$ cat src/rtl/pwm_bank_pkg.sv
// Package: shared widths and register addresses for the PWM duty bank.
// Assumes duty values and index fields are both 8 bits wide.
package pwm_bank_pkg;
    localparam int ADDR_W   = 4;
    localparam int DATA_W   = 32;
    localparam int DUTY_W   = 8;
    localparam int FIELD_W  = 8;
    localparam int SLOTS    = 4;
    localparam int GRP_W    = 32;
    localparam int BUSY_CYC = 2;

    localparam logic [ADDR_W-1:0] A_COMMON = 4'd0;
    localparam logic [ADDR_W-1:0] A_MULTI  = 4'd1;
    localparam logic [ADDR_W-1:0] A_SELECT = 4'd2;
    localparam logic [ADDR_W-1:0] A_MASK0  = 4'd8;
endpackage

$ cat src/rtl/pwm_update_ctrl.sv
// Module: pwm_update_ctrl
// Decodes register writes. It holds the shared value and the four staged
// values, runs the busy window, and produces one update strobe and value per
// channel. Assumes N_CH <= 32 * (number of mask addresses) and N_CH <= 64.
module pwm_update_ctrl
    import pwm_bank_pkg::*;
#(
    parameter int N_CH = 8
) (
    input  logic                   clk,
    input  logic                   rst_n,
    input  logic                   wr_en_i,
    input  logic [ADDR_W-1:0]      wr_addr_i,
    input  logic [DATA_W-1:0]      wr_data_i,
    output logic                   ready_o,
    output logic [N_CH-1:0]        upd_en_o,
    output logic [N_CH*DUTY_W-1:0] upd_val_o
);
    localparam int NGRP   = (N_CH + GRP_W - 1) / GRP_W;
    localparam int BUSY_W = $clog2(BUSY_CYC + 1);

    logic [DUTY_W-1:0]        common_q;
    logic [SLOTS*FIELD_W-1:0] multi_q;
    logic [BUSY_W-1:0]        busy_q;
    logic [NGRP-1:0]          grp_sel;
    logic                     take;
    logic                     sel_hit;
    logic                     trig;

    // Which existing mask group the current address names.
    for (genvar g = 0; g < NGRP; g++) begin : g_grp
        assign grp_sel[g] = (wr_addr_i == ADDR_W'(int'(A_MASK0) + g));
    end

    assign ready_o = (busy_q == '0);
    assign take    = wr_en_i && ready_o;
    assign sel_hit = take && (wr_addr_i == A_SELECT);
    assign trig    = sel_hit || (take && (|grp_sel));

    // Shared storage: written whenever addressed, independent of ready.
    always_ff @(posedge clk) begin
        if (!rst_n) begin
            common_q <= '0;
            multi_q  <= '0;
        end else if (wr_en_i) begin
            if (wr_addr_i == A_COMMON) common_q <= wr_data_i[DUTY_W-1:0];
            if (wr_addr_i == A_MULTI)  multi_q  <= wr_data_i[SLOTS*FIELD_W-1:0];
        end
    end

    // Busy window: loaded by an accepted trigger, counts down to ready.
    always_ff @(posedge clk) begin
        if (!rst_n)           busy_q <= '0;
        else if (trig)        busy_q <= BUSY_W'(BUSY_CYC);
        else if (busy_q != 0) busy_q <= busy_q - 1'b1;
    end

    // Per-channel routing: mask broadcast first, then scatter slots in rising
    // order so that a higher slot overrides a lower one.
    for (genvar c = 0; c < N_CH; c++) begin : g_route
        localparam int G = c / GRP_W;
        localparam int B = c % GRP_W;
        logic              en_c;
        logic [DUTY_W-1:0] val_c;

        // Pick the strobe and value for this channel.
        always_comb begin
            en_c  = 1'b0;
            val_c = common_q;
            if (take && grp_sel[G] && wr_data_i[B]) begin
                en_c  = 1'b1;
                val_c = common_q;
            end
            for (int k = 0; k < SLOTS; k++) begin
                if (sel_hit && (wr_data_i[k*FIELD_W +: FIELD_W] == FIELD_W'(c))) begin
                    en_c  = 1'b1;
                    val_c = multi_q[k*FIELD_W +: DUTY_W];
                end
            end
        end

        assign upd_en_o[c]                   = en_c;
        assign upd_val_o[c*DUTY_W +: DUTY_W] = val_c;
    end
endmodule

$ cat src/rtl/pwm_channel.sv
// Module: pwm_channel
// One PWM channel: a pending duty register, an active duty register and a
// free-running counter. The pending value becomes active at the counter wrap.
// Assumes the counter width equals the duty width.
module pwm_channel
    import pwm_bank_pkg::*;
(
    input  logic              clk,
    input  logic              rst_n,
    input  logic              upd_en_i,
    input  logic [DUTY_W-1:0] upd_val_i,
    output logic              pwm_o
);
    logic [DUTY_W-1:0] cnt_q;
    logic [DUTY_W-1:0] pend_q;
    logic [DUTY_W-1:0] act_q;

    // Period counter, wraps naturally.
    always_ff @(posedge clk) begin
        if (!rst_n) cnt_q <= '0;
        else        cnt_q <= cnt_q + 1'b1;
    end

    // Pending duty takes grouped updates at any time.
    always_ff @(posedge clk) begin
        if (!rst_n)        pend_q <= '0;
        else if (upd_en_i) pend_q <= upd_val_i;
    end

    // Active duty follows the pending duty only at the wrap edge.
    always_ff @(posedge clk) begin
        if (!rst_n)          act_q <= '0;
        else if (&cnt_q)     act_q <= pend_q;
    end

    assign pwm_o = (cnt_q < act_q);
endmodule

$ cat src/rtl/pwm_duty_bank.sv
// Module: pwm_duty_bank (top)
// Bank of N_CH PWM channels with broadcast and four-slot scatter duty updates,
// gated by a two-cycle ready window. Assumes 1 <= N_CH <= 64.
module pwm_duty_bank
    import pwm_bank_pkg::*;
#(
    parameter int N_CH = 8
) (
    input  logic              clk,
    input  logic              rst_n,
    input  logic              wr_en_i,
    input  logic [3:0]        wr_addr_i,
    input  logic [31:0]       wr_data_i,
    output logic              ready_o,
    output logic [N_CH-1:0]   pwm_o
);
    logic [N_CH-1:0]        upd_en;
    logic [N_CH*DUTY_W-1:0] upd_val;

    pwm_update_ctrl #(.N_CH(N_CH)) u_ctrl (
        .clk       (clk),
        .rst_n     (rst_n),
        .wr_en_i   (wr_en_i),
        .wr_addr_i (wr_addr_i),
        .wr_data_i (wr_data_i),
        .ready_o   (ready_o),
        .upd_en_o  (upd_en),
        .upd_val_o (upd_val)
    );

    for (genvar c = 0; c < N_CH; c++) begin : g_ch
        pwm_channel u_ch (
            .clk       (clk),
            .rst_n     (rst_n),
            .upd_en_i  (upd_en[c]),
            .upd_val_i (upd_val[c*DUTY_W +: DUTY_W]),
            .pwm_o     (pwm_o[c])
        );
    end
endmodule

$ cat config.mk
export PLATFORM = sky130hd
export DESIGN_NAME = pwm_duty_bank
export DESIGN_NICKNAME = d
export VERILOG_FILES = /design/src/rtl/pwm_bank_pkg.sv /design/src/rtl/pwm_update_ctrl.sv /design/src/rtl/pwm_channel.sv /design/src/rtl/pwm_duty_bank.sv
export SDC_FILE = /design/constraint.sdc
export NUM_CORES = 1
export LEC_CHECK = 0
export CAP_MARGIN = 10
export CORE_MARGIN = 5
export CORE_UTILIZATION = 45
export DETAILED_ROUTE_END_ITERATION = 10
export PLACE_DENSITY = 0.68
export SYNTH_ARGS = -nofsm -noshare
export SYNTH_HDL_FRONTEND = slang
export SYNTH_SLANG_ARGS = --single-unit
$ cat constraint.sdc
create_clock -name clk -period 2.6 [get_ports clk]
set_input_delay 0.52 -clock clk [delete_from_list [all_inputs] [get_ports clk]]
set_output_delay 0.52 -clock clk [all_outputs]
set_load 0.02 [all_outputs]
# Word-level counts from Yosys, hierarchy flattened
# Index checks and enable logic that the tools add are counted.
[totals]
reg_bits = 234
input_bits = 39
output_inout_bits = 9
elab_cells = 214
[op_classes]
n_addsub = 9
n_lt_le_gt_ge = 8
n_eq_ne = 31
mux = 74
bitwise_logic = 1
reduce_logical = 63
[ops]
columns = ["op", "n"]
rows = [
  ["$mux 8", 32],
  ["$eq 8x3->1 const B", 16],
  ["$add 8x1->8 const B", 8],
  ["$eq 8x2->1 const B", 8],
  ["$lt 8x8->1", 8],
  ["$reduce_and 8->1", 8],
  ["$logic_and 1x1->1", 43],
  ["$mux 1", 40],
  ["$eq 8x1->1 const B", 4],
  ["$logic_not 8->1", 4],
  ["$eq 4x1->1 const B", 1],
  ["$eq 4x2->1 const B", 1],
  ["$eq 4x4->1 const B", 1],
  ["$logic_not 4->1", 1],
  ["$mux 2", 2],
  ["$reduce_and 2->1", 2],
  ["$reduce_bool 2->1", 2],
  ["$logic_not 2->1", 1],
  ["$reduce_or 2->1", 1],
  ["$sub 2x1->2 const B", 1],
  ["$logic_or 1x1->1", 1],
  ["$not 1->1", 1],
]

# Depth between registers and ports, before layout
[logic_depth]
depth_word = 9
mapped_depth = 10
depth_no_buf = 7

# Hierarchy
# A second synthesis with hierarchy kept.
[hier_totals]
hier_cells = 1622
hier_area_um2 = 14094.8
[modules_own_cells]
columns = ["mod", "instances", "cells_each", "area_each_um2", "seq_area_each_um2"]
rows = [
  ["pwm_channel", 8, 120, 1139.8, 480.5],
  ["pwm_update_ctrl", 1, 662, 4976.0, 840.8],
]

# Least setup slack after synthesis
# OpenSTA, ideal clock, no wires.
[synth_path]
path_kind = "input-to-reg"
start = "input port wr_addr_i[0]"
end = "register g_ch[1].u_ch.pend_q[6]"
setup_time_ps = 124
arrival_ps = 2744
t_required_ps = 2476
setup_slack_ps = -267
cell_stages = 10
n_path_buf = 4
cell_sequence = "buf_2 > or3_1 > buf_2 > or4_4 > buf_6 > or3_1 > buf_2 > mux2_4 > o211ai_2 > a31oi_1"
[synth_via]
elab_chain_len = 8
elab_cells_between_ends = 18
classes_between = "2 x eq/ne; 9 x mux; 7 x reduce/logical"
[synth_lines]
columns = ["item", "line", "text"]
rows = [
  ["start: declaration", "pwm_duty_bank.sv:12", "input logic [3:0] wr_addr_i,"],
  ["$eq 4x4->1", "pwm_update_ctrl.sv:32", "assign grp_sel[g] = (wr_addr_i == ADDR_W'(int'(A_MASK0) + g));"],
  ["$logic_and 1x1->1 (2 in series)", "pwm_update_ctrl.sv:70", "if (take && grp_sel[G] && wr_data_i[B]) begin"],
  ["$mux 1", "pwm_update_ctrl.sv:70", ""],
  ["$mux 1 (4 in series)", "pwm_update_ctrl.sv:75", "if (sel_hit && (wr_data_i[k*FIELD_W +: FIELD_W] == FIELD_W'(c))) begin"],
  ["end signal: assignment", "pwm_channel.sv:27", "else if (upd_en_i) pend_q <= upd_val_i;"],
  ["end: declaration", "pwm_channel.sv:15", "logic [DUTY_W-1:0] pend_q;"],
]
# Several ways; a longest one is shown, not always the timed one.
# A chain may end at the register's enable or synchronous reset.

# Worst setup path in the final report
[layout_path]
start = "register g_ch[2].u_ch.act_q[1]"
end = "output port pwm_o[2]"
[layout_via]
elab_chain_len = 1
[layout_lines]
columns = ["item", "line", "text"]
rows = [
  ["start: declaration", "pwm_channel.sv:16", "logic [DUTY_W-1:0] act_q;"],
  ["start signal: assignment", "pwm_channel.sv:33", "else if (&cnt_q) act_q <= pend_q;"],
  ["$lt 8x8->1", "pwm_channel.sv:36", "assign pwm_o = (cnt_q < act_q);"],
  ["end: declaration", "pwm_duty_bank.sv:15", "output logic [N_CH-1:0] pwm_o"],
]
# No other way between the ends.

==> run_results.csv <==
group,metric,value,unit
run_status,status,"finished with violations",
run_status,violations,"negative setup slack",
synth,yosysSeqAreaShare,34.36,%
die,die_x,184.1,um
worst_setup_path,cp_top_family,"compound AO/OA/AOI/OAI gates",
worst_setup_path,cp.depth,8,
routing,antenna_left,0,
sta,tightest_slew,814.4,ps
grt,grt_util_all_layers,27.97,%
sta,finalMaxSlewViolations,0,
synth,synth_fp_nets,1802,
place,pre_cts_ws,-683.5,ps
synth,synth_area,0.01363,mm^2
worst_hold_path,hp-class,"reg2reg",
cells_and_area,final_common_cell,"buf_4",
synth,synthMuxAreaShare,7.746,%
cts,cts_root_buf,"clkbuf_16",
die,start_util,45.75,%
synth,synthCells,1699,
grt,overflow,0,
worst_setup_path,slowest_delay,330,ps
place,hpwl,35820,um
sta,rsz0062_at_grt,"yes",
sta,post-route-period-util,101.6,%
synth,synth-simple-area-share,22.93,%
die,core.rowCount,63,
synth,synth_edf_count,0,
routing,drt_wl_total,48670,um
synth,synth_top_family_by_area,"simple AND/OR/NAND/NOR gates",
sta,setup_viol,1,
routing,dr.pass1.iters,5,
worst_setup_path,worst_setup_path_end_kind,"output pin",
place,port_buffers,47,
synth,synth-xor-area-share,2.056,%
worst_setup_path,slowest_stage,"dfxtp_2",
routing,wl_per_cell,20.64,um
synth,syn_avg_cell_area,8.024,um^2
sta,clock.fmax,0.3784,GHz
cts,cts_tree,"done",
synth,ys_warn_count,0,
grt,antenna_found_initial,1,
synth,synth_adder_area_share,5.874,%
worst_setup_path,cp-startpoint,"g_ch[2].u_ch.act_q[1]",
place,placed_cells,2305,
sta,relSlewSlack,45.63,%
cts,htreeDepth,1,
worst_setup_path,reg2reg_to,"g_ch[3].u_ch.pend_q[7]",
worst_setup_path,crit_path_end,"pwm_o[2]",
job,maxCapViolCount,0,
worst_setup_path,path_max_fanout,2,
cells_and_area,areaGrowthSynthToFinish,29.83,%
die,dieArea,0.03388,mm^2
cells_and_area,nNetsFinal,2051,
worst_setup_path,r2r_start,"u_ctrl.busy_q[0]",
worst_setup_path,r2r_cells,7,
cells_and_area,layout.cells.non_filler,2358,
sta,hold_viol,0,
worst_setup_path,required,2080,ps
synth,yosys_register_bits,234,
die,core,0.02980,mm^2
cells_and_area,layout_common_cells,"buf_4, dfxtp_1, nand2_1",
cts,numCtsBuffers,26,
sta,finalClockSkew,13.16,ps
grt,grt_pass1_wl,75330,um
cells_and_area,drive_gt1_share,23.78,%
power_and_ir_drop,p_per_area,485.1,mW/mm^2
worst_setup_path,crit_buf_inv,2,
routing,vias_per_cell,5.903,
sta,holdWs,445.1,ps
cts,cts_buffer_depth,3,
sta,min_period,2643,ps
power_and_ir_drop,vdd_drop_max,0.5710,mV
routing,vias,13920,
synth,synth_compound_area_share,20.94,%
cts,hold_buffers,0,
sta,final.setup.worst_slack,-42.82,ps
routing,drc,0,
place,gp_congestion,1.069,
worst_setup_path,reg2reg_slack,100,ps
die,fp.dieH,184.1,um
cells_and_area,diodes,0,
routing,drt_iter0_drc,1428,
worst_setup_path,critPathLaunchType,"register",
die,ioPinCount,48,
cts,clkLatencyLatePin,530,ps
grt,grt_pass1_vias,13441,
synth,synth-main-ff-cell,"dfxtp_1",
synth,async_flop_share,0,%
worst_setup_path,arrival,2120,ps
grt,grt_max_degree,88,
power_and_ir_drop,p_leak,6.752,nW
cts,cts_num_sinks,234,
worst_setup_path,path_class,"reg2out",
cts,clkTransAtPathRegs,60,ps
worst_setup_path,path_cells,"inv_2 -> ha_4 -> a21o_1 -> a21o_1 -> a211oi_2 -> o21bai_1 -> a31oi_1 -> buf_4",
synth,ys_types,80,
worst_setup_path,crit_top_cell,"a21o_1",
==> how the worst min path moves through the flow <==
stage                              to  cells past startpoint                    from
3_5_place_dp   g_ch[6].u_ch.pend_q[2]                      2  g_ch[6].u_ch.pend_q[2]
4_1_cts        g_ch[6].u_ch.pend_q[2]                      2  g_ch[6].u_ch.pend_q[2]
3_3_place_gp   g_ch[6].u_ch.pend_q[2]                      2  g_ch[6].u_ch.pend_q[2]
2_1_floorplan  g_ch[6].u_ch.pend_q[1]                      2  g_ch[6].u_ch.pend_q[1]
5_1_grt            u_ctrl.multi_q[13]                      2      u_ctrl.multi_q[13]
6_report       g_ch[6].u_ch.pend_q[2]                      2  g_ch[6].u_ch.pend_q[2]
==> final cells by class <==
| type | count | area (um^2) |
|---|---|---|
| sequential | 234 | 4702 |
| timing repair buffer | 344 | 2741 |
| clock buffer | 35 | 765.7 |
| fill | 2753 | 12100 |
| clock inverter | 13 | 198.9 |
| tap | 390 | 488.0 |
| multi-input combinational | 1264 | 8506 |
| inverter | 78 | 297.8 |
==> logic make-up (layout without fill, tap and decap cells) <==
logic type / count (synthesis) / in the layout
AOI/OAI and AO/OA: 431 / 431
xor gates and xnor gates: 32 / 32
and+or+nand+nor: 635 / 635
DFF: 234 / 234
adders and majority gates: 64 / 64
buffers and inverters: 201 / 470
muxes: 102 / 102
==> registers in the layout, summed over array words and instances (netlist names) <==
| register | flops |
|---|---|
| u_ctrl.busy_q | 2 |
| g_ch.u_ch.cnt_q | 64 |
| g_ch.u_ch.pend_q | 64 |
| g_ch.u_ch.act_q | 64 |
| u_ctrl.multi_q | 32 |
| u_ctrl.common_q | 8 |
==> through the flow <==
step	utilization (%)	instance area [um^2]	TNS (ps)	total power, W
CTS	58.79	17520	-135.5	0.008619
floorplan	-	13700	-3953	0.004148
detailed placement	54.87	16350	-35370	0.004547
global placement	54.87	16350	-33190	0.004534
global route	59.40	17700	-544.8	0.008863
finish	59.40	17700	-42.82	0.008586
==> where the power goes <==
part,switching [W],internal (W)
clock network,0.00152,0.00256
logic,0.000434,0.000389
registers,0.0000597,0.00363
total,0.00201,0.00658
==> per-layer routing <==
metal | up-vias | track usage [%] | part of all wire, %
met5 | - | 0 | 0.027
li1 | 6621 | - | -
met1 | 6495 | 37.09 | 42
met3 | 174 | 6.055 | 9.5
met2 | 628 | 43.98 | 43
met4 | 2 | 12.16 | 5.6
==> tightest hold or removal path, cell delays in order, from the launching register on <==
cell,delay (ps)
dfxtp_1,310
nand2_1,50
o21ai_1,50
==> Yosys cell counts (8+ instances only) <==
library cell,n,area [um^2]
inv_1,77,289.0
xnor2_1,10,87.58
dfxtp_1,234,4684
buf_4,8,60.06
a21oi_1,118,590.6
nor2_1,166,623.1
nand2_1,181,679.4
o21ai_0,70,350.3
nand3_1,69,345.3
o21bai_1,9,67.56
mux2_2,16,180.2
a211oi_1,25,187.7
o21ai_1,22,110.1
o221ai_1,9,78.83
nand2b_1,22,137.6
a21o_1,30,225.2
buf_1,24,90.09
mux2i_1,83,830.8
a31oi_1,21,131.4
a22oi_1,11,82.58
or3_1,26,162.7
a211o_1,9,78.83
and2_1,23,143.9
ha_1,64,800.8
nor2b_1,9,56.30
nand4_1,14,87.58
and3_1,18,112.6
xor2_1,22,192.7
nor4_1,16,100.1
nor3_1,36,180.2
o211ai_1,13,97.59
a311oi_1,11,96.34
clkbuf_1,79,296.5
a32o_1,11,110.1
==> timing repair <==
| item | in CTS | in global routing |
|---|---|---|
| endpoints found under the setup margin | 42 | 54 |
| pin swaps | 50 | 12 |
| gates resized for setup | 98 | 31 |
| setup buffers | 1 | 4 |
No activity file was read; power rests on OpenSTA's default activity.
